[config.mk]
export PLATFORM = sky130hd
export DESIGN_NAME = sram_strobe_ctrl
export DESIGN_NICKNAME = d
export VERILOG_FILES = /design/src/rtl/sram_ctrl_pkg.sv /design/src/rtl/sram_strobe_fsm.sv /design/src/rtl/sram_strobe_dp.sv /design/src/rtl/sram_strobe_ctrl.sv
export SDC_FILE = /design/constraint.sdc
export NUM_CORES = 1
export LEC_CHECK = 0
export BUFFER_PORTS_ARGS = -buffer_cell sky130_fd_sc_hd__buf_2
export CORE_ASPECT_RATIO = 2
export CORE_MARGIN = 3
export CORE_UTILIZATION = 42
export DETAILED_ROUTE_END_ITERATION = 8
export GPL_TIMING_DRIVEN = 0
export HOLD_SLACK_MARGIN = 0.12
export PLACE_DENSITY = 0.75
export SLEW_MARGIN = 20
export SYNTH_ARGS = -nofsm -noshare
export SYNTH_HDL_FRONTEND = slang
export SYNTH_SLANG_ARGS = --single-unit
[constraint.sdc]
create_clock -name clk -period 1.81 [get_ports clk]
set_input_delay 0.181 -clock clk [delete_from_list [all_inputs] [get_ports clk]]
set_output_delay 0.181 -clock clk [all_outputs]
set_load 0.02 [all_outputs]
[src/rtl/sram_ctrl_pkg.sv]
package sram_ctrl_pkg;

  typedef enum logic [2:0] {
    ST_IDLE,
    ST_WSET,
    ST_WPUL,
    ST_WHLD,
    ST_RACT,
    ST_RTRN
  } ctrlState_e;

  typedef struct packed {
    logic csN;
    logic weN;
    logic oeN;
    logic drive;
    logic capture;
    logic accept;
    logic idle;
  } strobe_t;

endpackage

[src/rtl/sram_strobe_fsm.sv]
module sram_strobe_fsm
  import sram_ctrl_pkg::*;
#(
  parameter int SETUP_CYC = 1,
  parameter int WE_CYC    = 2,
  parameter int HOLD_CYC  = 1,
  parameter int RD_CYC    = 2,
  parameter int TURN_CYC  = 1
) (
  input  logic    clk,
  input  logic    rstN,
  input  logic    req,
  input  logic    wr,
  output strobe_t strb
);

  localparam int MAX_A = (SETUP_CYC > WE_CYC) ? SETUP_CYC : WE_CYC;
  localparam int MAX_B = (HOLD_CYC > RD_CYC) ? HOLD_CYC : RD_CYC;
  localparam int MAX_C = (MAX_A > MAX_B) ? MAX_A : MAX_B;
  localparam int MAX_CYC = (MAX_C > TURN_CYC) ? MAX_C : TURN_CYC;
  localparam int CNT_W = $clog2(MAX_CYC + 1);

  ctrlState_e state;
  logic [CNT_W-1:0] cnt;
  logic lastCyc;

  assign lastCyc = (cnt == '0);

  always_ff @(posedge clk or negedge rstN) begin
    if (!rstN) begin
      state <= ST_IDLE;
      cnt   <= '0;
    end else begin
      unique case (state)
        ST_IDLE: if (req) begin
          state <= wr ? ST_WSET : ST_RACT;
          cnt   <= wr ? CNT_W'(SETUP_CYC - 1) : CNT_W'(RD_CYC - 1);
        end
        ST_WSET: if (lastCyc) begin
          state <= ST_WPUL;
          cnt   <= CNT_W'(WE_CYC - 1);
        end else cnt <= cnt - 1'b1;
        ST_WPUL: if (lastCyc) begin
          state <= ST_WHLD;
          cnt   <= CNT_W'(HOLD_CYC - 1);
        end else cnt <= cnt - 1'b1;
        ST_WHLD: if (lastCyc) state <= ST_IDLE;
                 else cnt <= cnt - 1'b1;
        ST_RACT: if (lastCyc) begin
          state <= ST_RTRN;
          cnt   <= CNT_W'(TURN_CYC - 1);
        end else cnt <= cnt - 1'b1;
        ST_RTRN: if (lastCyc) state <= ST_IDLE;
                 else cnt <= cnt - 1'b1;
        default: state <= ST_IDLE;
      endcase
    end
  end

  always_comb begin
    strb         = '{csN: 1'b1, weN: 1'b1, oeN: 1'b1, drive: 1'b0,
                     capture: 1'b0, accept: 1'b0, idle: 1'b0};
    unique case (state)
      ST_IDLE: begin
        strb.idle   = 1'b1;
        strb.accept = req;
      end
      ST_WSET, ST_WHLD: begin
        strb.csN   = 1'b0;
        strb.drive = 1'b1;
      end
      ST_WPUL: begin
        strb.csN   = 1'b0;
        strb.weN   = 1'b0;
        strb.drive = 1'b1;
      end
      ST_RACT: begin
        strb.csN     = 1'b0;
        strb.oeN     = 1'b0;
        strb.capture = lastCyc;
      end
      default: ;
    endcase
  end

endmodule

[src/rtl/sram_strobe_dp.sv]
module sram_strobe_dp
  import sram_ctrl_pkg::*;
#(
  parameter int ADDR_W = 19,
  parameter int DATA_W = 8
) (
  input  logic              clk,
  input  logic              rstN,
  input  strobe_t           strb,
  input  logic [ADDR_W-1:0] addr,
  input  logic [DATA_W-1:0] wdata,
  input  logic [DATA_W-1:0] memDqIn,
  output logic [ADDR_W-1:0] memAddr,
  output logic [DATA_W-1:0] memDqOut,
  output logic              memDqOe,
  output logic              memCsN,
  output logic              memWeN,
  output logic              memOeN,
  output logic [DATA_W-1:0] rdData,
  output logic              rdValid
);

  always_ff @(posedge clk or negedge rstN) begin
    if (!rstN) begin
      memAddr  <= '0;
      memDqOut <= '0;
    end else if (strb.accept) begin
      memAddr  <= addr;
      memDqOut <= wdata;
    end
  end

  always_ff @(posedge clk or negedge rstN) begin
    if (!rstN) begin
      rdData  <= '0;
      rdValid <= 1'b0;
    end else begin
      rdValid <= strb.capture;
      if (strb.capture) rdData <= memDqIn;
    end
  end

  assign memCsN  = strb.csN;
  assign memWeN  = strb.weN;
  assign memOeN  = strb.oeN;
  assign memDqOe = strb.drive;

endmodule

[src/rtl/sram_strobe_ctrl.sv]
module sram_strobe_ctrl
  import sram_ctrl_pkg::*;
#(
  parameter int ADDR_W    = 19,
  parameter int DATA_W    = 8,
  parameter int SETUP_CYC = 1,
  parameter int WE_CYC    = 2,
  parameter int HOLD_CYC  = 1,
  parameter int RD_CYC    = 2,
  parameter int TURN_CYC  = 1
) (
  input  logic              clk,
  input  logic              rstN,
  input  logic              req,
  input  logic              wr,
  input  logic [ADDR_W-1:0] addr,
  input  logic [DATA_W-1:0] wdata,
  output logic              ready,
  output logic [DATA_W-1:0] rdData,
  output logic              rdValid,
  output logic [ADDR_W-1:0] memAddr,
  output logic              memCsN,
  output logic              memWeN,
  output logic              memOeN,
  output logic [DATA_W-1:0] memDqOut,
  output logic              memDqOe,
  input  logic [DATA_W-1:0] memDqIn
);

  strobe_t strb;

  sram_strobe_fsm #(
    .SETUP_CYC(SETUP_CYC), .WE_CYC(WE_CYC), .HOLD_CYC(HOLD_CYC),
    .RD_CYC(RD_CYC), .TURN_CYC(TURN_CYC)
  ) fsm_i (
    .clk(clk), .rstN(rstN), .req(req), .wr(wr), .strb(strb)
  );

  sram_strobe_dp #(.ADDR_W(ADDR_W), .DATA_W(DATA_W)) dp_i (
    .clk(clk), .rstN(rstN), .strb(strb), .addr(addr), .wdata(wdata),
    .memDqIn(memDqIn), .memAddr(memAddr), .memDqOut(memDqOut),
    .memDqOe(memDqOe), .memCsN(memCsN), .memWeN(memWeN), .memOeN(memOeN),
    .rdData(rdData), .rdValid(rdValid)
  );

  assign ready = strb.idle;

endmodule

==> flow_summary.ini, run 1 <==
[clock_tree]
cts_tree = built
clkLatencyLatePin_ns = 0.29
clockRootBuffer = clkbuf_8
cts.sinks = 41
numCtsBuffers = 5
htreeDepth = 2
clk_pin_slew_ns = 0.08
cts_max_path_buffers = 2

[logic_synthesis]
synth-edff-count = 0
ys_ff_latch = 41
syn_inst = 121
ys.warnings.count = 0
ys_types = 29
synthMostInstantiatedCell = dfrtp_1
async_reset_ff_frac = 1.00
syn_area_per_cell_sq_um = 15.1
synth_top_cell_by_area = dfrtp_1
seq_area_frac_synth = 0.561
synth_top_cell_area_share = 0.561
syn_area_sq_mm = 0.00183
synth_nets = 163
ys_top_cells_by_area = dfrtp_1 (56%), mux2_4 (16%), mux2_2 (4.9%)
synth_flop_cell = dfrtp_1
ys_top_cells_by_count = dfrtp_1 (41), mux2_4 (20), mux2_2 (8)

[min_path]
min_path_cells = 2
min_from = memDqIn[0]
min_to = dp_i.rdData[0]
hp-class = in2reg

[power_and_ir_drop]
p_per_area_mw_per_mm2 = 1860
p_leak_uw = 0.00129
irDropWorstVdd_mv = 1.28

[worst_setup_path]
reg2reg_to = fsm_i.cnt[0]
crit_arrival_ns = 1.88
crit_fanout = 5
end_kind = flop
r2r-start = fsm_i.cnt[1]
crit_type = reg2reg
rrSetupSlack_ns = 0.1
required_ns = 1.97
reg2regPathDepth = 5
start_kind = flop

[routing]
dr_total_vias = 1337
wl_microns = 3980
wire_per_inst_microns = 14.2
antenna_left = 0
vias_per_cell = 4.76
drtIter0Drc = 8
dr.pass1.iters = 2
route.detailed.drc = 0

[placement]
io_buffers = 79
hpwl_microns = 2870
pre_cts_slack_ns = -0.0278
place_inst = 252
place.gp.congestion = 0.778

[die]
start_util = 0.443
core_area_sq_mm = 0.00413
fp-row-count = 33
die_h_microns = 99.3
dieArea_sq_mm = 0.00523
io_pins = 80
die_w_microns = 52.7

[sta]
finClkSkew_ns = 0.0105
worst_pin_slew_ns = 0.866
maxSlewViolCount = 0
rsz0062_at_grt = false
setup_viol = 0
timing.hold.ws_ns = 0.124
max_clock_freq_mhz = 584
fin_crit_sh = 0.946
setup_ws_ns = 0.0972
relSlewSlack = 0.423
hold_viol = 0
fin_crit_ns = 1.71

[flow_run]
max_cap_violations = 0

[global_routing]
grt_max_degree = 42
antenna_found_initial = 0
grt_use_total = 0.159
overflow = 0
grt_pass1_vias = 1405
grt_first_pass_wirelength_microns = 6220

[finish]
final_nets = 270
drive_above_1_share = 0.550
stdcell_count = 281
antennaDiodeCount = 0
syn2layout_area_growth_pct = 42.1

[run_status]
status = finished, final reports clean
-- worst max-delay path by stage --
stage / depth (start not counted) / slack, ns / startpoint / end
after detailed placement: 5 / -0.03 / fsm_i.cnt[0] / fsm_i.cnt[0]
after CTS: 5 / 0.04 / fsm_i.cnt[1] / fsm_i.cnt[0]
after floorplan: 5 / 0.12 / fsm_i.cnt[0] / fsm_i.cnt[0]
final: 5 / 0.1 / fsm_i.cnt[1] / fsm_i.cnt[0]
after global placement: 5 / -0.02 / fsm_i.cnt[0] / fsm_i.cnt[0]
after global routing: 5 / 0.02 / fsm_i.cnt[1] / fsm_i.cnt[0]
-- worst max-delay path: stages, from the launching register on --
cell	delay [ns]
dfrtp_1	0.39
inv_1	0.08
ha_2	0.21
and2_4	0.19
maj3_1	0.38
o32a_1	0.36
-- where the power goes --
part	switching (uW)	internal, uW
registers	258	1370
logic	1390	1220
clock network	295	309
-- stage by stage --
step / utilization / setup TNS (ns) / power (uW) / instance area (sq um)
after floorplan: - / 0 / 3440 / 1830
after global placement: 0.555 / -0.0191 / 4150 / 2290
after detailed placement: 0.555 / -0.0278 / 4200 / 2290
after CTS: 0.622 / 0 / 4880 / 2570
after global routing: 0.629 / 0 / 5160 / 2600
final: 0.629 / 0 / 4850 / 2600
-- cells in the final DEF (no fill, tap or decap), types with 2 or more instances in the layout --
cell           instances
xnor2_1                2
o211ai_1               2
a21oi_1                2
ha_1                   2
nand2_1                2
a211oi_1               2
nor2_1                 7
buf_8                  2
dlygate4sd3_1         20
buf_2                 81
inv_1                  4
mux2_2                 8
o32a_1                 2
dfrtp_1               41
mux2_4                20
clkbuf_8               6
mux2_1                 7
-- layer usage --
layer,up-vias,GRT usage,share of wire
li1,637,-,-
met1,630,0.165,0.37
met2,61,0.284,0.54
met3,9,0.0360,0.070
met4,0,0.0768,0.026
met5,-,0,0
-- registers in the layout, indices dropped and copies added (netlist names) --
name           cells
dp_i.memAddr      19
dp_i.memDqOut      8
dp_i.rdData        8
dp_i.rdValid       1
fsm_i.cnt          2
fsm_i.state        3
-- kinds of logic (layout without fill, tap and decap cells) --
kind of cell | count (synthesis) | after routing | synth area share
simple gates | 14 | 14 | 0.0465
fa+ha+maj | 4 | 4 | 0.0260
xor+xnor | 3 | 3 | 0.0144
buf+inv | 11 | 119 | 0.0403
mux | 35 | 35 | 0.257
flops | 41 | 41 | 0.561
compound gates | 13 | 13 | 0.0554
-- repair_timing --
item / in CTS / in global routing
gates resized for setup: 1 / 1
endpoints found under the setup margin: 1 / 2
hold buffers: 17 / 3
gates cloned: 0 / 0
buffers inserted: 1 / 0
endpoints found under the hold margin: 57 / 3
-- cell type report --
cell class | count | area, sq um
clock inverters | 2 | 13.8
flip-flops and latches | 41 | 1030
plain buffers | 6 | 55.1
repair buffers | 100 | 603
multi-input cells | 69 | 734
fillers | 348 | 1530
inverters | 5 | 18.8
well taps | 52 | 65.1
clock buffers | 6 | 82.6
Power figures use the tool's default switching activity.
==> inputs of run 2 (changes only) <==
Settings changed: ABC_AREA set to 1, MAX_ROUTING_LAYER set to met4.
==> run 2 against run 1 <==
  * Clock skew is 0.0051 ns lower
  * Sequential power is 3% lower
  * Critical path type is now reg2out
  * Synthesized cell count is 80% higher
  * Area after synthesis is 1.0% higher
  * Utilization is 3.1 points higher
  * Die area is 0.94% higher
  * Sequential share of layout area is 2.2 points lower
  * Non-clock buffer count is 15 higher
  * Via count is 36% higher
==> flow_summary.ini, run 2 <==
[routing]
dr_total_vias = 1820
dr.pass1.iters = 6
antenna_left = 0
drtIter0Drc = 41
route.detailed.drc = 0
vias_per_cell = 4.64
wire_per_inst_microns = 12.5
wl_microns = 4890

[logic_synthesis]
ys_types = 22
async_reset_ff_frac = 1.00
yosys.area_share.xor_xnor = 0
synthAdderAreaFrac = 0.0203
seq_area_frac_synth = 0.555
syn_inst = 218
ys_ff_latch = 41
synth_top_cell_by_area = dfrtp_1
synth_top_cell_area_share = 0.555
synth_compound_area_frac = 0.0244
syn_area_per_cell_sq_um = 8.48
ys_top_cells_by_area = dfrtp_1 (56%), nand2_1 (24%), nand2_2 (3.4%)
synth_nets = 260
synth_mux_area_frac = 0
ys_top_cells_by_count = nand2_1 (119), dfrtp_1 (41), inv_1 (12)
synth_flop_cell = dfrtp_1
ys.warnings.count = 0
syn_area_sq_mm = 0.00185
synth_simple_gate_area_frac = 0.333
synthMostInstantiatedCell = nand2_1
synth_top_family_by_area = simple AND/OR/NAND/NOR gates
synth-edff-count = 0

[placement]
place.gp.congestion = 0.864
io_buffers = 79
post_dp_cell_area_sq_mm = 0.00231
hpwl_microns = 3160

[power_and_ir_drop]
p_leak_uw = 0.00158
irDropWorstVdd_mv = 1.05
finalPower_uw = 4590
p_per_area_mw_per_mm2 = 1670

[min_path]
min_from = wr
min_path_cells = 3
min_to = fsm_i.state[0]
hp-class = in2reg

[die]
dieArea_sq_mm = 0.00528
die_w_microns = 52.9
core_area_sq_mm = 0.00417
fp-row-count = 33
io_pins = 80
die_h_microns = 99.8
start_util = 0.443

[finish]
final_cell_mix = nand2_1 (119), buf_2 (81), dfrtp_1 (41), dlygate4sd3_1 (36), inv_1 (12)
n_fill_cell = 326
final-seq-area_sq_mm = 0.00103
final_common_cell = nand2_1
final_nets = 382
drive_above_1_share = 0.321
multiInputGateArea_sq_um = 698
post-route-cell-area_sq_mm = 0.00276
antennaDiodeCount = 0
fin_util = 0.661
largest_reg_flops = 19
syn2layout_area_growth_pct = 49.1
reg_top3 = dp_i.memAddr: 19 flops, dp_i.memDqOut: 8 flops, dp_i.rdData: 8 flops
top_register = dp_i.memAddr

[run_status]
status = finished, final reports clean

[sta]
timing.hold.ws_ns = 0.270
rsz0062_at_grt = false
fin_crit_ns = 1.61
maxSlewViolCount = 0
setup_viol = 0
max_clock_freq_mhz = 621
worst_pin_slew_ns = 0.884
relSlewSlack = 0.411
finClkSkew_ns = 0.00540
hold_viol = 0
timing.setup.tns_ns = 0
fin_crit_sh = 0.889

[flow_run]
max_cap_violations = 0

[clock_tree]
cts_tree = built
cts.sinks = 41
postCtsSetupBuffers = 0
numCtsBuffers = 5
clockRootBuffer = clkbuf_8
cts_resized = 0
cts_max_path_buffers = 2
clk_pin_slew_ns = 0.07
clkLatencyLatePin_ns = 0.28
htreeDepth = 2

[worst_setup_path]
crit_type = reg2out
end_kind = output port
rrSetupSlack_ns = 0.35
crit_arrival_ns = 1.43
reg2regPathDepth = 6
required_ns = 1.63
r2r-start = fsm_i.cnt[0]
reg2reg_to = fsm_i.state[0]
crit_path_start = fsm_i.state[0]
start_kind = flop
crit_fanout = 10

[global_routing]
grt_pass1_vias = 1806
grt_first_pass_wirelength_microns = 8160
antenna_found_initial = 0
grt_use_total = 0.211
grt_max_degree = 42
overflow = 0
## run 2: cell types whose count changed after synthesis, moves of 4 or more
cell,previous run,this run
o21ai_0,1,6
inv_1,4,12
nand2_2,0,10
mux2_4,20,0
nor2_1,7,3
mux2_1,7,0
nand2_1,2,119
nand3_1,0,6
mux2_2,8,0
## run 2: area by class of cell
type | count | area share
Sequential cell | 41 | 0.372
Timing Repair Buffer | 115 | 0.274
Multi-Input combinational cell | 156 | 0.253
Clock buffer | 7 | 0.0313
Tap cell | 52 | 0.0236
Inverter | 15 | 0.0232
Buffer | 6 | 0.0218
## run 2: worst max path at each step
stage / cells after the start / end
after detailed placement: 6 / fsm_i.state[0]
after CTS: 6 / memCsN
final: 6 / memCsN
after global placement: 6 / fsm_i.state[0]
after floorplan: 4 / memCsN
after global routing: 6 / memCsN
## run 2: kinds of logic after synthesis
| group | Yosys count |
|---|---|
| AOI/OAI and AO/OA | 9 |
| and+or+nand+nor | 144 |
| buffers and inverters | 21 |
| adders and majority gates | 3 |
| DFF | 41 |
## run 2: report_power, final
part,switching [uW],internal [uW]
sequential,239,1340
clock,286,303
combinational,1570,845
total,2100,2490
## run 2: routing by layer
metal / part of all wire / GRT usage / vias to the layer above
li1: - / - / 904
met1: 0.37 / 0.227 / 833
met2: 0.55 / 0.375 / 69
met3: 0.040 / 0.0193 / 14
met4: 0.035 / 0.0984 / 0
met5: 0 / - / -
## run 2: critical path, cell delays in order, from the launching register on
cell	delay, ns
dfrtp_1	0.36
buf_4	0.17
nor2_2	0.18
nand2_1	0.09
nand2_1	0.14
a21oi_1	0.05
buf_2	0.16
## run 2: metrics by stage
step	std cells	setup slack, ns
6_report	392	0.200
3_5_place_dp	349	0.336
2_1_floorplan	218	0.439
4_1_cts	392	0.188
5_1_grt	392	0.104
3_3_place_gp	349	0.357
## run 2: what timing repair did
action | in CTS | in global routing
hold buffers | 36 | 0
endpoints found under the setup margin | 0 | 0
endpoints found under the hold margin | 76 | 0
